[src/rtl/march_pkg.sv]
`timescale 1ns/1ps
package march_pkg;

  typedef enum logic [2:0] {
    E_WR_BG   = 3'd0,
    E_UP_R0W1 = 3'd1,
    E_UP_R1W0 = 3'd2,
    E_DN_R0W1 = 3'd3,
    E_DN_R1W0 = 3'd4,
    E_UP_R0   = 3'd5
  } elem_e;

  function automatic logic elem_reads(elem_e e);
    return e != E_WR_BG;
  endfunction

  function automatic logic elem_rmw(elem_e e);
    return e != E_WR_BG && e != E_UP_R0;
  endfunction

  function automatic logic elem_scr(elem_e e);
    return elem_rmw(e);
  endfunction

  function automatic logic elem_desc(elem_e e);
    return e == E_DN_R0W1 || e == E_DN_R1W0;
  endfunction

  function automatic logic elem_exp_ones(elem_e e);
    return e == E_UP_R1W0 || e == E_DN_R1W0;
  endfunction

  function automatic logic elem_wr_ones(elem_e e);
    return e == E_UP_R0W1 || e == E_DN_R0W1;
  endfunction

endpackage

[src/rtl/march_seq.sv]
`timescale 1ns/1ps
module march_seq
  import march_pkg::*;
#(
  parameter int unsigned WORDS = 2048,
  localparam int unsigned IW   = $clog2(WORDS)
) (
  input  logic          clk_i,
  input  logic          rst_ni,
  input  logic          start_i,
  output logic          busy_o,
  output logic          done_o,
  output logic          clr_o,
  output elem_e         elem_o,
  output logic [IW-1:0] idx_o,
  output logic          rd_o,
  output logic          wr_o,
  output logic          chk_o
);

  logic          busy_q, done_q, ph_q;
  elem_e         elem_q;
  logic [IW-1:0] idx_q;
  logic          step, last;

  assign last  = idx_q == IW'(WORDS - 1);
  assign step  = busy_q && (elem_q == E_WR_BG || ph_q);
  assign clr_o = !busy_q && start_i;

  always_ff @(posedge clk_i or negedge rst_ni) begin
    if (!rst_ni) begin
      busy_q <= 1'b0;
      done_q <= 1'b0;
      ph_q   <= 1'b0;
      elem_q <= E_WR_BG;
      idx_q  <= '0;
    end else begin
      done_q <= 1'b0;
      if (!busy_q) begin
        if (start_i) begin
          busy_q <= 1'b1;
          elem_q <= E_WR_BG;
          idx_q  <= '0;
          ph_q   <= 1'b0;
        end
      end else if (step) begin
        ph_q <= 1'b0;
        if (last) begin
          if (elem_q == E_UP_R0) begin
            busy_q <= 1'b0;
            done_q <= 1'b1;
          end else begin
            elem_q <= elem_e'(elem_q + 3'd1);
            idx_q  <= '0;
          end
        end else begin
          idx_q <= idx_q + 1'b1;
        end
      end else begin
        ph_q <= 1'b1;
      end
    end
  end

  assign busy_o = busy_q;
  assign done_o = done_q;
  assign elem_o = elem_q;
  assign idx_o  = idx_q;
  assign rd_o   = busy_q && elem_reads(elem_q) && !ph_q;
  assign wr_o   = busy_q && (elem_q == E_WR_BG || (elem_rmw(elem_q) && ph_q));
  assign chk_o  = busy_q && elem_reads(elem_q) && ph_q;

  // start while busy leaves position alone unless the walk steps anyway
  a_r9_start_ignored: assert property (@(posedge clk_i) disable iff (!rst_ni)
    busy_q && start_i && !step |=> busy_q && $stable(idx_q) && $stable(elem_q));

  // passes advance strictly in order
  a_r1_elem_order: assert property (@(posedge clk_i) disable iff (!rst_ni)
    step && last && elem_q != E_UP_R0 |=> elem_q == elem_e'($past(elem_q) + 3'd1) && idx_q == '0);

endmodule

[src/rtl/march_addr_gen.sv]
`timescale 1ns/1ps
module march_addr_gen
  import march_pkg::*;
#(
  parameter int unsigned WORDS = 2048,
  parameter int unsigned BLK   = 4,
  localparam int unsigned AW   = $clog2(WORDS),
  localparam int unsigned OW   = $clog2(BLK),
  parameter logic [BLK*OW-1:0] FWD_TBL = 8'hB4,
  parameter logic [BLK*OW-1:0] REV_TBL = 8'hB4
) (
  input  elem_e         elem_i,
  input  logic [AW-1:0] idx_i,
  output logic [AW-1:0] addr_o
);

  logic [OW-1:0] fwd_off [BLK];
  logic [OW-1:0] rev_off [BLK];

  for (genvar g = 0; g < BLK; g++) begin : g_tbl
    assign fwd_off[g] = FWD_TBL[g*OW +: OW];
    assign rev_off[g] = REV_TBL[g*OW +: OW];
  end

  logic [OW-1:0] off;
  logic [AW-1:0] base, f_ext, r_ext;

  assign off   = idx_i[OW-1:0];
  assign base  = {idx_i[AW-1:OW], {OW{1'b0}}};
  assign f_ext = {{(AW-OW){1'b0}}, fwd_off[off]};
  assign r_ext = {{(AW-OW){1'b0}}, rev_off[off]};

  always_comb begin
    if (!elem_scr(elem_i))      addr_o = idx_i;
    else if (elem_desc(elem_i)) addr_o = AW'(WORDS - 1) - base - r_ext;
    else                        addr_o = base + f_ext;
  end

  // tables must be permutations; region and block powers of two
  initial begin
    a_r3_geometry: assert (WORDS == (1 << AW) && BLK == (1 << OW) && BLK >= 2 && WORDS >= BLK)
      else $error("geometry must be powers of two");
    for (int v = 0; v < BLK; v++) begin
      int nf, nr;
      nf = 0;
      nr = 0;
      for (int j = 0; j < BLK; j++) begin
        if (int'(FWD_TBL[j*OW +: OW]) == v) nf++;
        if (int'(REV_TBL[j*OW +: OW]) == v) nr++;
      end
      a_r3_fwd_perm: assert (nf == 1) else $error("forward table not a permutation");
      a_r4_rev_perm: assert (nr == 1) else $error("reversed table not a permutation");
    end
  end

endmodule

[src/rtl/march_cmp.sv]
`timescale 1ns/1ps
module march_cmp #(
  parameter int unsigned DATA_W = 32,
  parameter int unsigned AW     = 11
) (
  input  logic              clk_i,
  input  logic              rst_ni,
  input  logic              clr_i,
  input  logic              chk_i,
  input  logic [AW-1:0]     addr_i,
  input  logic [DATA_W-1:0] exp_i,
  input  logic [DATA_W-1:0] rdata_i,
  output logic              err_o,
  output logic [AW-1:0]     fail_addr_o,
  output logic [DATA_W-1:0] fail_exp_o
);

  logic              err_q;
  logic [AW-1:0]     addr_q;
  logic [DATA_W-1:0] exp_q;
  logic              miss;

  assign miss = chk_i && (rdata_i != exp_i);

  always_ff @(posedge clk_i or negedge rst_ni) begin
    if (!rst_ni) begin
      err_q  <= 1'b0;
      addr_q <= '0;
      exp_q  <= '0;
    end else if (clr_i) begin
      err_q  <= 1'b0;
      addr_q <= '0;
      exp_q  <= '0;
    end else if (miss && !err_q) begin
      err_q  <= 1'b1;
      addr_q <= addr_i;
      exp_q  <= exp_i;
    end
  end

  assign err_o       = err_q;
  assign fail_addr_o = addr_q;
  assign fail_exp_o  = exp_q;

  a_r7_err_sticky: assert property (@(posedge clk_i) disable iff (!rst_ni)
    err_q && !clr_i |=> err_q);

  a_r8_first_held: assert property (@(posedge clk_i) disable iff (!rst_ni)
    err_q && !clr_i |=> $stable(addr_q) && $stable(exp_q));

  // a miscompare is never lost
  a_r7_miss_flags: assert property (@(posedge clk_i) disable iff (!rst_ni)
    chk_i && !clr_i && (rdata_i != exp_i) |=> err_q);

endmodule

[src/rtl/march_bist.sv]
`timescale 1ns/1ps
module march_bist
  import march_pkg::*;
#(
  parameter int unsigned WORDS  = 2048,
  parameter int unsigned DATA_W = 32,
  parameter int unsigned BLK    = 4,
  localparam int unsigned AW    = $clog2(WORDS),
  localparam int unsigned OW    = $clog2(BLK),
  parameter logic [BLK*OW-1:0] FWD_TBL = 8'hB4,
  parameter logic [BLK*OW-1:0] REV_TBL = 8'hB4
) (
  input  logic              clk_i,
  input  logic              rst_ni,
  input  logic              start_i,
  output logic [AW-1:0]     mem_addr_o,
  output logic [DATA_W-1:0] mem_wdata_o,
  output logic              mem_we_o,
  output logic              mem_re_o,
  input  logic [DATA_W-1:0] mem_rdata_i,
  output logic              busy_o,
  output logic              done_o,
  output logic              pass_o,
  output logic [AW-1:0]     fail_addr_o,
  output logic [DATA_W-1:0] fail_exp_o
);

  elem_e         elem;
  logic [AW-1:0] idx;
  logic          clr, rd, wr, chk, err;
  logic [DATA_W-1:0] exp_word;

  march_seq #(.WORDS(WORDS)) u_seq (
    .clk_i   (clk_i),
    .rst_ni  (rst_ni),
    .start_i (start_i),
    .busy_o  (busy_o),
    .done_o  (done_o),
    .clr_o   (clr),
    .elem_o  (elem),
    .idx_o   (idx),
    .rd_o    (rd),
    .wr_o    (wr),
    .chk_o   (chk)
  );

  march_addr_gen #(
    .WORDS   (WORDS),
    .BLK     (BLK),
    .FWD_TBL (FWD_TBL),
    .REV_TBL (REV_TBL)
  ) u_addr (
    .elem_i (elem),
    .idx_i  (idx),
    .addr_o (mem_addr_o)
  );

  assign exp_word    = elem_exp_ones(elem) ? '1 : '0;
  assign mem_wdata_o = elem_wr_ones(elem)  ? '1 : '0;
  assign mem_we_o    = wr;
  assign mem_re_o    = rd;

  march_cmp #(.DATA_W(DATA_W), .AW(AW)) u_cmp (
    .clk_i       (clk_i),
    .rst_ni      (rst_ni),
    .clr_i       (clr),
    .chk_i       (chk),
    .addr_i      (mem_addr_o),
    .exp_i       (exp_word),
    .rdata_i     (mem_rdata_i),
    .err_o       (err),
    .fail_addr_o (fail_addr_o),
    .fail_exp_o  (fail_exp_o)
  );

  assign pass_o = !err;

  a_r6_single_port: assert property (@(posedge clk_i) disable iff (!rst_ni)
    !(mem_we_o && mem_re_o));

  a_r6_same_addr: assert property (@(posedge clk_i) disable iff (!rst_ni)
    mem_re_o |=> $stable(mem_addr_o) && !mem_re_o);

  a_r6_rmw_write: assert property (@(posedge clk_i) disable iff (!rst_ni)
    mem_re_o && elem_rmw(elem) |=> mem_we_o);

  a_r2_wdata_values: assert property (@(posedge clk_i) disable iff (!rst_ni)
    mem_we_o |-> (mem_wdata_o == '0 || mem_wdata_o == '1));

  a_r10_done_pulse: assert property (@(posedge clk_i) disable iff (!rst_ni)
    done_o |=> !done_o);

  a_r10_done_at_end: assert property (@(posedge clk_i) disable iff (!rst_ni)
    $fell(busy_o) |-> done_o);

endmodule

[config.mk]
export PLATFORM = sky130hd
export DESIGN_NAME = march_bist
export DESIGN_NICKNAME = d
export VERILOG_FILES = /design/src/rtl/march_pkg.sv /design/src/rtl/march_seq.sv /design/src/rtl/march_addr_gen.sv /design/src/rtl/march_cmp.sv /design/src/rtl/march_bist.sv
export SDC_FILE = /design/constraint.sdc
export NUM_CORES = 1
export LEC_CHECK = 0
export BUFFER_PORTS_ARGS = -buffer_cell sky130_fd_sc_hd__buf_2
export CORE_ASPECT_RATIO = 1.75
export CORE_MARGIN = 10
export CORE_UTILIZATION = 45
export CTS_CLUSTER_DIAMETER = 80
export DETAILED_ROUTE_END_ITERATION = 8
export PLACE_DENSITY = 0.9
export SKIP_LAST_GASP = 1
export SYNTH_ARGS = -nofsm -noshare
export SYNTH_HDL_FRONTEND = slang
export SYNTH_SLANG_ARGS = --single-unit
[constraint.sdc]
create_clock -name clk_i -period 2.4 [get_ports clk_i]
set_clock_uncertainty 0.15 [all_clocks]
set_input_delay 0.12 -clock clk_i [delete_from_list [all_inputs] [get_ports clk_i]]
set_output_delay 0.12 -clock clk_i [all_outputs]
set_load 0.005 [all_outputs]
==> reports/qor.csv, run 1 <==
stage,metric,value,unit
run_status,status,finished clean,
place,number of port buffers,125,
floorplanning,Initial Util,46.81,%
synthesis,xor and xnor area share after synthesis,6.391,%
timing,Worst-Margin Slew,0.6834,ns
timing,f_max,426.5,MHz
floorplanning,# IOs,126,
routing,wire length per cell,17.92,um
clock_tree,setup bufs post-CTS,0,
synthesis,Synth Area in Simple Gates,20.35,%
synthesis,Synth Area in Compound Gates,7.626,%
setup_path,worst path required time,2.13,ns
timing,final hold violations,0,
synthesis,"Net Count, Synth",283,
routing,final wirelength,6612,um
cells_and_area,share of post-route cells with drive strength above 1,49.84,%
pwr,PwrDens,922.6,mW/mm^2
timing,unrepaired setup endpoints after global routing,yes,
synthesis,post-synthesis mux area share,7.519,%
timing,Pins Over Slew Limit,0,
setup_path,crit start category,register,
synthesis,synth unique cells,39,
synthesis,register area share after synthesis,32.22,%
grt,GRT Util Overall,14.57,%
setup_path,Crit Path Class,register to output pin,
routing,# DRC,0,
routing,DR vias/cell,5.371,
cells_and_area,ANT cells,0,
min_path,Hold Crit Class,input pin to async pin,
clock_tree,clk_lat worst skew,0.29,ns
place,Routability Congestion,0.9505,
floorplanning,Die W,74.39,um
synthesis,Post-Syn Area,0.002330,mm^2
clock_tree,Clock transition at path regs,0.07,ns
grt,pin count of the biggest net entering global routing,34,
routing,DR pass1 iterations,4,
clock_tree,root buf cell,clkbuf_8,
synthesis,combinational family with the most area after synthesis,buffers and inverters,
synthesis,Yosys reg bits,30,
synthesis,Ys Warns,0,
timing,hold_ws,0.2570,ns
routing,Routed Antenna Nets,0,
setup_path,arrival time worst endpoint,2.07,ns
timing,period utilization,97.70,%
floorplanning,Die H,115.2,um
cells_and_area,final layout net count,356,
place,Place WS,0.2204,ns
cells_and_area,most frequent cells in the layout,"buf_2 (125), dfrtp_1 (30), nand4_1 (16), xor2_1 (15), nor2b_1 (13)",
floorplanning,die area,0.008569,mm^2
timing,crit path time final,2.345,ns
run,Max-Cap Viols,0,
floorplanning,Site Rows,34,
synthesis,post-synthesis adder-cell area fraction,3.222,%
synthesis,synthesized netlist cell count,242,
pwr,VDD IR max,536.7,uV
clock_tree,H-tree depth,2,
grt,antenna violations before repair,0,
cells_and_area,Final Non-Filler Cells,369,
routing,initial drt markers,126,
synthesis,syn_area_per_cell,9.627,um^2
clock_tree,CTS Buf Count,5,
pwr,total power,2.493,mW
routing,vias,1982,
grt,number of global-route vias before repair,1975,
pwr,Leak,1.514,nW
grt,global-route wire length before repair,9998,um
floorplanning,Core Region,0.004977,mm^2
setup_path,r2r startpoint,u_seq.elem_o[1]$_DFFE_PN0P_,
setup_path,Crit. Startpoint,u_seq.elem_o[1]$_DFFE_PN0P_,
cells_and_area,Area Overhead vs Synth,16.00,%
clock_tree,CTS tree,built,
setup_path,CP Capture Type,output pin,
place,dpl cells,359,
cells_and_area,"commonest non-fill, non-tap cell in the layout",buf_2,
place,Detailed Place HPWL,5397,um
timing,setup ws final,0.05523,ns
clock_tree,Max clock buf depth,2,
clock_tree,clock sink count,30,
setup_path,worst-path maximum fanout,5,
grt,total grt overflow,0,
timing,setup violators final,0,
timing,Slew HR,54.44,%
-- power breakdown --
group,switching (mW),internal [mW]
Sequential,0.185,0.668
Combinational,0.600,0.654
Clock,0.192,0.194
Total,0.977,1.52
-- Yosys cell counts, drive strengths merged --
library cell / count / area [um^2]
or2: 1 / 6.260
nand3: 7 / 35.03
nor3: 1 / 5.000
or3: 1 / 6.260
nand2b: 1 / 13.76
a21o: 2 / 15.01
o22ai: 3 / 18.77
mux2i: 1 / 10.01
a21boi: 1 / 18.77
a311oi: 1 / 8.760
ha: 6 / 75.07
nor2: 12 / 45.04
inv: 7 / 26.28
and4: 3 / 26.28
a21oi: 6 / 30.03
a31oi: 2 / 27.53
and3: 4 / 25.02
nand2: 9 / 33.78
a22o: 1 / 8.760
a31o: 1 / 8.760
nand4: 16 / 100.1
nor4: 11 / 90.08
a221oi: 1 / 8.760
buf: 65 / 498.0
clkbuf: 1 / 3.750
and2: 1 / 6.260
xor2: 17 / 148.9
o21ai: 4 / 20.02
nor2b: 13 / 81.33
dfrtp: 30 / 750.7
mux2: 12 / 165.2
a211oi: 1 / 12.51
-- layer usage --
metal / routed length (um) / share of wire (%) / GRT usage, % / vias up
met5: 0 / 0 / 0 / -
met4: 174 / 2.6 / 6.495 / 0
met3: 749 / 11 / 4.487 / 14
met2: 3605 / 55 / 26.32 / 100
met1: 2083 / 32 / 14.50 / 942
li1: - / - / - / 926
-- metrics by stage --
step	utilization, %	setup TNS [ns]	area (um^2)
6_report	54.30	0	2703
5_1_grt	54.30	-0.07433	2703
4_1_cts	53.90	0	2683
3_5_place_dp	51.51	0	2564
3_3_place_gp	51.51	0	2564
2_1_floorplan	-	0	2330
-- timing repair --
item | in CTS | in global routing
setup endpoints to repair | 1 | 27
hold buffers | 2 | 0
gates resized for setup | 2 | 7
hold endpoints to repair | 31 | 0
cloned | 1 | 0
-- worst max-delay path, stage by stage (launching register included) --
cell and delay (ns):
dfrtp_1 0.40, inv_1 0.11, ha_2 0.27, nand2_1 0.14, o22ai_4 0.22, clkbuf_4 0.24, xor2_1 0.24, buf_2 0.17
-- worst paths after layout --
kind | end | slack, ns | depth (start not counted)
max | mem_addr_o[6] | 0.06 | 7
min | u_seq.idx_o[7]$_DFFE_PN0P_ | 0.26 | 2
max reg2reg | u_cmp.fail_addr_o[1]$_DFFE_PN0P_ | 0.12 | 8
min reg2reg | u_seq.elem_o[0]$_DFFE_PN0P_ | 0.42 | 1
max in group asynchronous | u_cmp.fail_exp_o[30]$_DFFE_PN0P_ | 1.40 | 2
min in group clk_i | u_cmp.fail_exp_o[30]$_DFFE_PN0P_ | 0.39 | 5
-- state kept, by name, indices dropped and copies added (netlist names) --
name               flops
u_cmp.fail_addr_o     11
u_seq.idx_o           11
u_seq.elem_o           3
u_cmp.err_o            1
u_cmp.fail_exp_o       1
u_seq.busy_o           1
u_seq.done_o           1
u_seq.ph_q             1
-- kinds of logic after synthesis --
family,count (synthesis)
fa+ha+maj,6
compound gates,23
buf+inv,73
flops,30
simple gates,80
mux,13
xor+xnor,17
-- layout make-up --
| class | count | area, um^2 |
|---|---|---|
| repair buffers | 132 | 695.7 |
| clock inverters | 2 | 10.01 |
| inverters | 7 | 26.28 |
| flip-flops and latches | 30 | 750.7 |
| clock buffers | 5 | 68.82 |
| fillers | 419 | 2275 |
| well taps | 54 | 67.56 |
| multi-input cells | 139 | 1084 |
No activity file was read; power rests on OpenSTA's default activity.
==> run 2, diff against run 1 <==
--- a/config.mk
+++ b/config.mk
@@ -11,7 +11,7 @@
 export CORE_UTILIZATION = 45
 export CTS_CLUSTER_DIAMETER = 80
 export DETAILED_ROUTE_END_ITERATION = 8
-export PLACE_DENSITY = 0.9
+export PLACE_DENSITY_LB_ADDON = 0.12
 export SKIP_LAST_GASP = 1
 export SYNTH_ARGS = -nofsm -noshare
 export SYNTH_HDL_FRONTEND = slang
==> run 2 against run 1 <==
Net effect:
- non-clock buffer count fell by 1
- combinational power barely moved
- sequential share of layout area rose by 0.35 points
- die area did not move
- critical path type unchanged
==> reports/qor.csv, run 2 (same netlist as run 1, synthesis figures left out) <==
stage,metric,value,unit,change
run_status,status,finished clean,,unchanged
routing,Routed Antenna Nets,0,,unchanged
routing,DR WL met3,968,um,was 749 um
floorplanning,Core Region,0.004977,mm^2,unchanged
routing,wl on met1,1929,um,was 2083 um
pwr,VDD IR max,622.4,uV,was 536.7 uV
timing,Pins Over Slew Limit,0,,unchanged
setup_path,cell chain of the critical path,inv_1 -> ha_2 -> nand2_1 -> o22ai_1 -> buf_4 -> xor2_1 -> buf_2,,was inv_1 -> ha_2 -> nand2_1 -> o22ai_4 -> clkbuf_4 -> xor2_1 -> buf_2
pwr,total power,2.454,mW,was 2.493 mW
timing,Slew HR,55.27,%,was 54.44%
grt,GRT Util Overall,14.10,%,was 14.57%
setup_path,worst path required time,2.13,ns,about the same
place,Routability Congestion,0.9189,,was 0.9505
timing,period utilization,93.84,%,was 97.70%
clock_tree,Clock transition at path regs,0.06,ns,was 0.07 ns
clock_tree,CTS tree,built,,unchanged
setup_path,"slowest stage cell, crit path",dfrtp_1,,unchanged
clock_tree,H-tree depth,2,,unchanged
timing,setup violators final,0,,unchanged
place,Detailed Place HPWL,5148,um,was 5397 um
setup_path,Critical Path Max Stage Delay,0.43,ns,was 0.40 ns
timing,crit path time final,2.252,ns,was 2.345 ns
floorplanning,Die H,115.2,um,unchanged
floorplanning,Initial Util,46.81,%,unchanged
setup_path,CP Capture Type,output pin,,unchanged
pwr,PwrDens,919.4,mW/mm^2,was 922.6 mW/mm^2
routing,# DRC,0,,unchanged
run,Max-Cap Viols,0,,unchanged
clock_tree,CTS Buf Count,5,,unchanged
clock_tree,root buf cell,clkbuf_8,,unchanged
floorplanning,Die W,74.39,um,unchanged
timing,setup TNS,0,ns,unchanged
routing,initial drt markers,70,,was 126
floorplanning,# IOs,126,,unchanged
routing,DR vias/cell,5.198,,was 5.371
cells_and_area,share of post-route cells with drive strength above 1,49.04,%,was 49.84%
place,number of port buffers,125,,unchanged
routing,wire length per cell,16.77,um,was 17.92 um
place,Placement Cell Area,0.002551,mm^2,was 0.002564 mm^2
setup_path,arrival time worst endpoint,1.98,ns,was 2.07 ns
setup_path,worst-path maximum fanout,11,,was 5
setup_path,crit start category,register,,unchanged
grt,number of global-route vias before repair,1925,,was 1975
routing,final wirelength,6170,um,was 6612 um
floorplanning,die area,0.008569,mm^2,unchanged
cells_and_area,most frequent cells in the layout,"buf_2 (125), dfrtp_1 (30), xor2_1 (17), nand4_1 (16), nor2b_1 (13)",,"was buf_2 (125), dfrtp_1 (30), nand4_1 (16), xor2_1 (15), nor2b_1 (13)"
pwr,Leak,1.512,nW,was 1.514 nW
timing,Worst-Margin Slew,0.6709,ns,was 0.6834 ns
grt,global-route wire length before repair,9777,um,was 9998 um
grt,pin count of the biggest net entering global routing,34,,unchanged
routing,DR pass1 iterations,4,,unchanged
timing,final hold violations,0,,unchanged
routing,top sig layer,met4,,unchanged
grt,total grt overflow,0,,unchanged
clock_tree,Max clock buf depth,2,,unchanged
routing,met2 WL,3201,um,was 3605 um
cells_and_area,ANT cells,0,,unchanged
timing,unrepaired setup endpoints after global routing,yes,,unchanged
grt,antenna violations before repair,0,,unchanged
place,Place WS,0.05220,ns,was 0.2204 ns
routing,vias,1913,,was 1982
timing,setup ws final,0.1479,ns,was 0.05523 ns
cells_and_area,Area Overhead vs Synth,14.55,%,was 16.00%
timing,f_max,444.0,MHz,was 426.5 MHz
cells_and_area,Finished Cell Area,0.002669,mm^2,was 0.002703 mm^2
min_path,Hold Crit Class,input pin to register,,was input pin to async pin
clock_tree,clock sink count,30,,unchanged
clock_tree,clk_lat worst skew,0.28,ns,was 0.29 ns
cells_and_area,final layout net count,355,,was 356
floorplanning,Site Rows,34,,unchanged
cells_and_area,"commonest non-fill, non-tap cell in the layout",buf_2,,unchanged
setup_path,Crit Path Class,register to output pin,,unchanged
cells_and_area,fillers,463,,was 419
[run 2: timing repair]
action,4_1_cts,5_1_grt
endpoints found under the hold margin,30,0
hold buffers,1,0
endpoints found under the setup margin,1,22
setup buffers,0,1
pin swaps,0,1
gates resized for setup,1,1
[run 2: area by class of cell]
class	instances	area [um^2]	area share, %
multi-input cells	139	1060	39.71
clock buffers	5	68.82	2.579
inverters	7	26.28	0.9845
well taps	54	67.56	2.532
flip-flops and latches	30	750.7	28.13
repair buffers	131	685.7	25.69
clock inverters	2	10.01	0.3751
[run 2: worst paths after layout]
kind                                        startpoint                                to  slack (ns)  cells after the start
setup / recovery           u_seq.elem_o[0]$_DFFE_PN0P_                     mem_addr_o[8]        0.15                      7
hold / removal                                 start_i            u_seq.busy_o$_DFF_PN0_        0.03                      3
setup reg to reg           u_seq.elem_o[0]$_DFFE_PN0P_  u_cmp.fail_addr_o[1]$_DFFE_PN0P_        0.20                      7
hold reg to reg            u_seq.elem_o[0]$_DFFE_PN0P_       u_seq.elem_o[0]$_DFFE_PN0P_        0.43                      1
max in group asynchronous                       rst_ni            u_seq.done_o$_DFF_PN0_        1.40                      2
min in group asynchronous                       rst_ni        u_seq.idx_o[4]$_DFFE_PN0P_        0.26                      2
[run 2: critical path, delay by kind of cell (launching register included)]
kind,cells,cell delay (ns)
and+or+nand+nor,1,0.09
adders and majority gates,1,0.24
buffers and inverters,3,0.51
DFF,1,0.43
xor gates and xnor gates,1,0.27
AOI/OAI and AO/OA,1,0.16
[run 2: per-layer routing]
metal  vias to the layer above  global-route usage, %
li1                        926                      -
met1                       875                  14.23
met3                         7                  6.385
met5                         -                      0
met2                       105                  25.13
met4                         0                  3.676
[run 2: stage by stage]
| stage | util [%] | hold slack (ns) | cells |
|---|---|---|---|
| 2_1_floorplan | - | -0.3256 | 242 |
| 3_3_place_gp | 51.26 | 0.04454 | 359 |
| 3_5_place_dp | 51.26 | 0.04832 | 359 |
| 4_1_cts | 53.17 | 0.01167 | 367 |
| 5_1_grt | 53.62 | 0.05749 | 368 |
| 6_report | 53.62 | 0.02688 | 368 |
[run 2: power by group]
part | leakage (nW) | switching [mW] | internal, mW
Sequential | 0.366 | 0.181 | 0.668
Combinational | 1.10 | 0.573 | 0.655
Clock | 0.0438 | 0.182 | 0.194
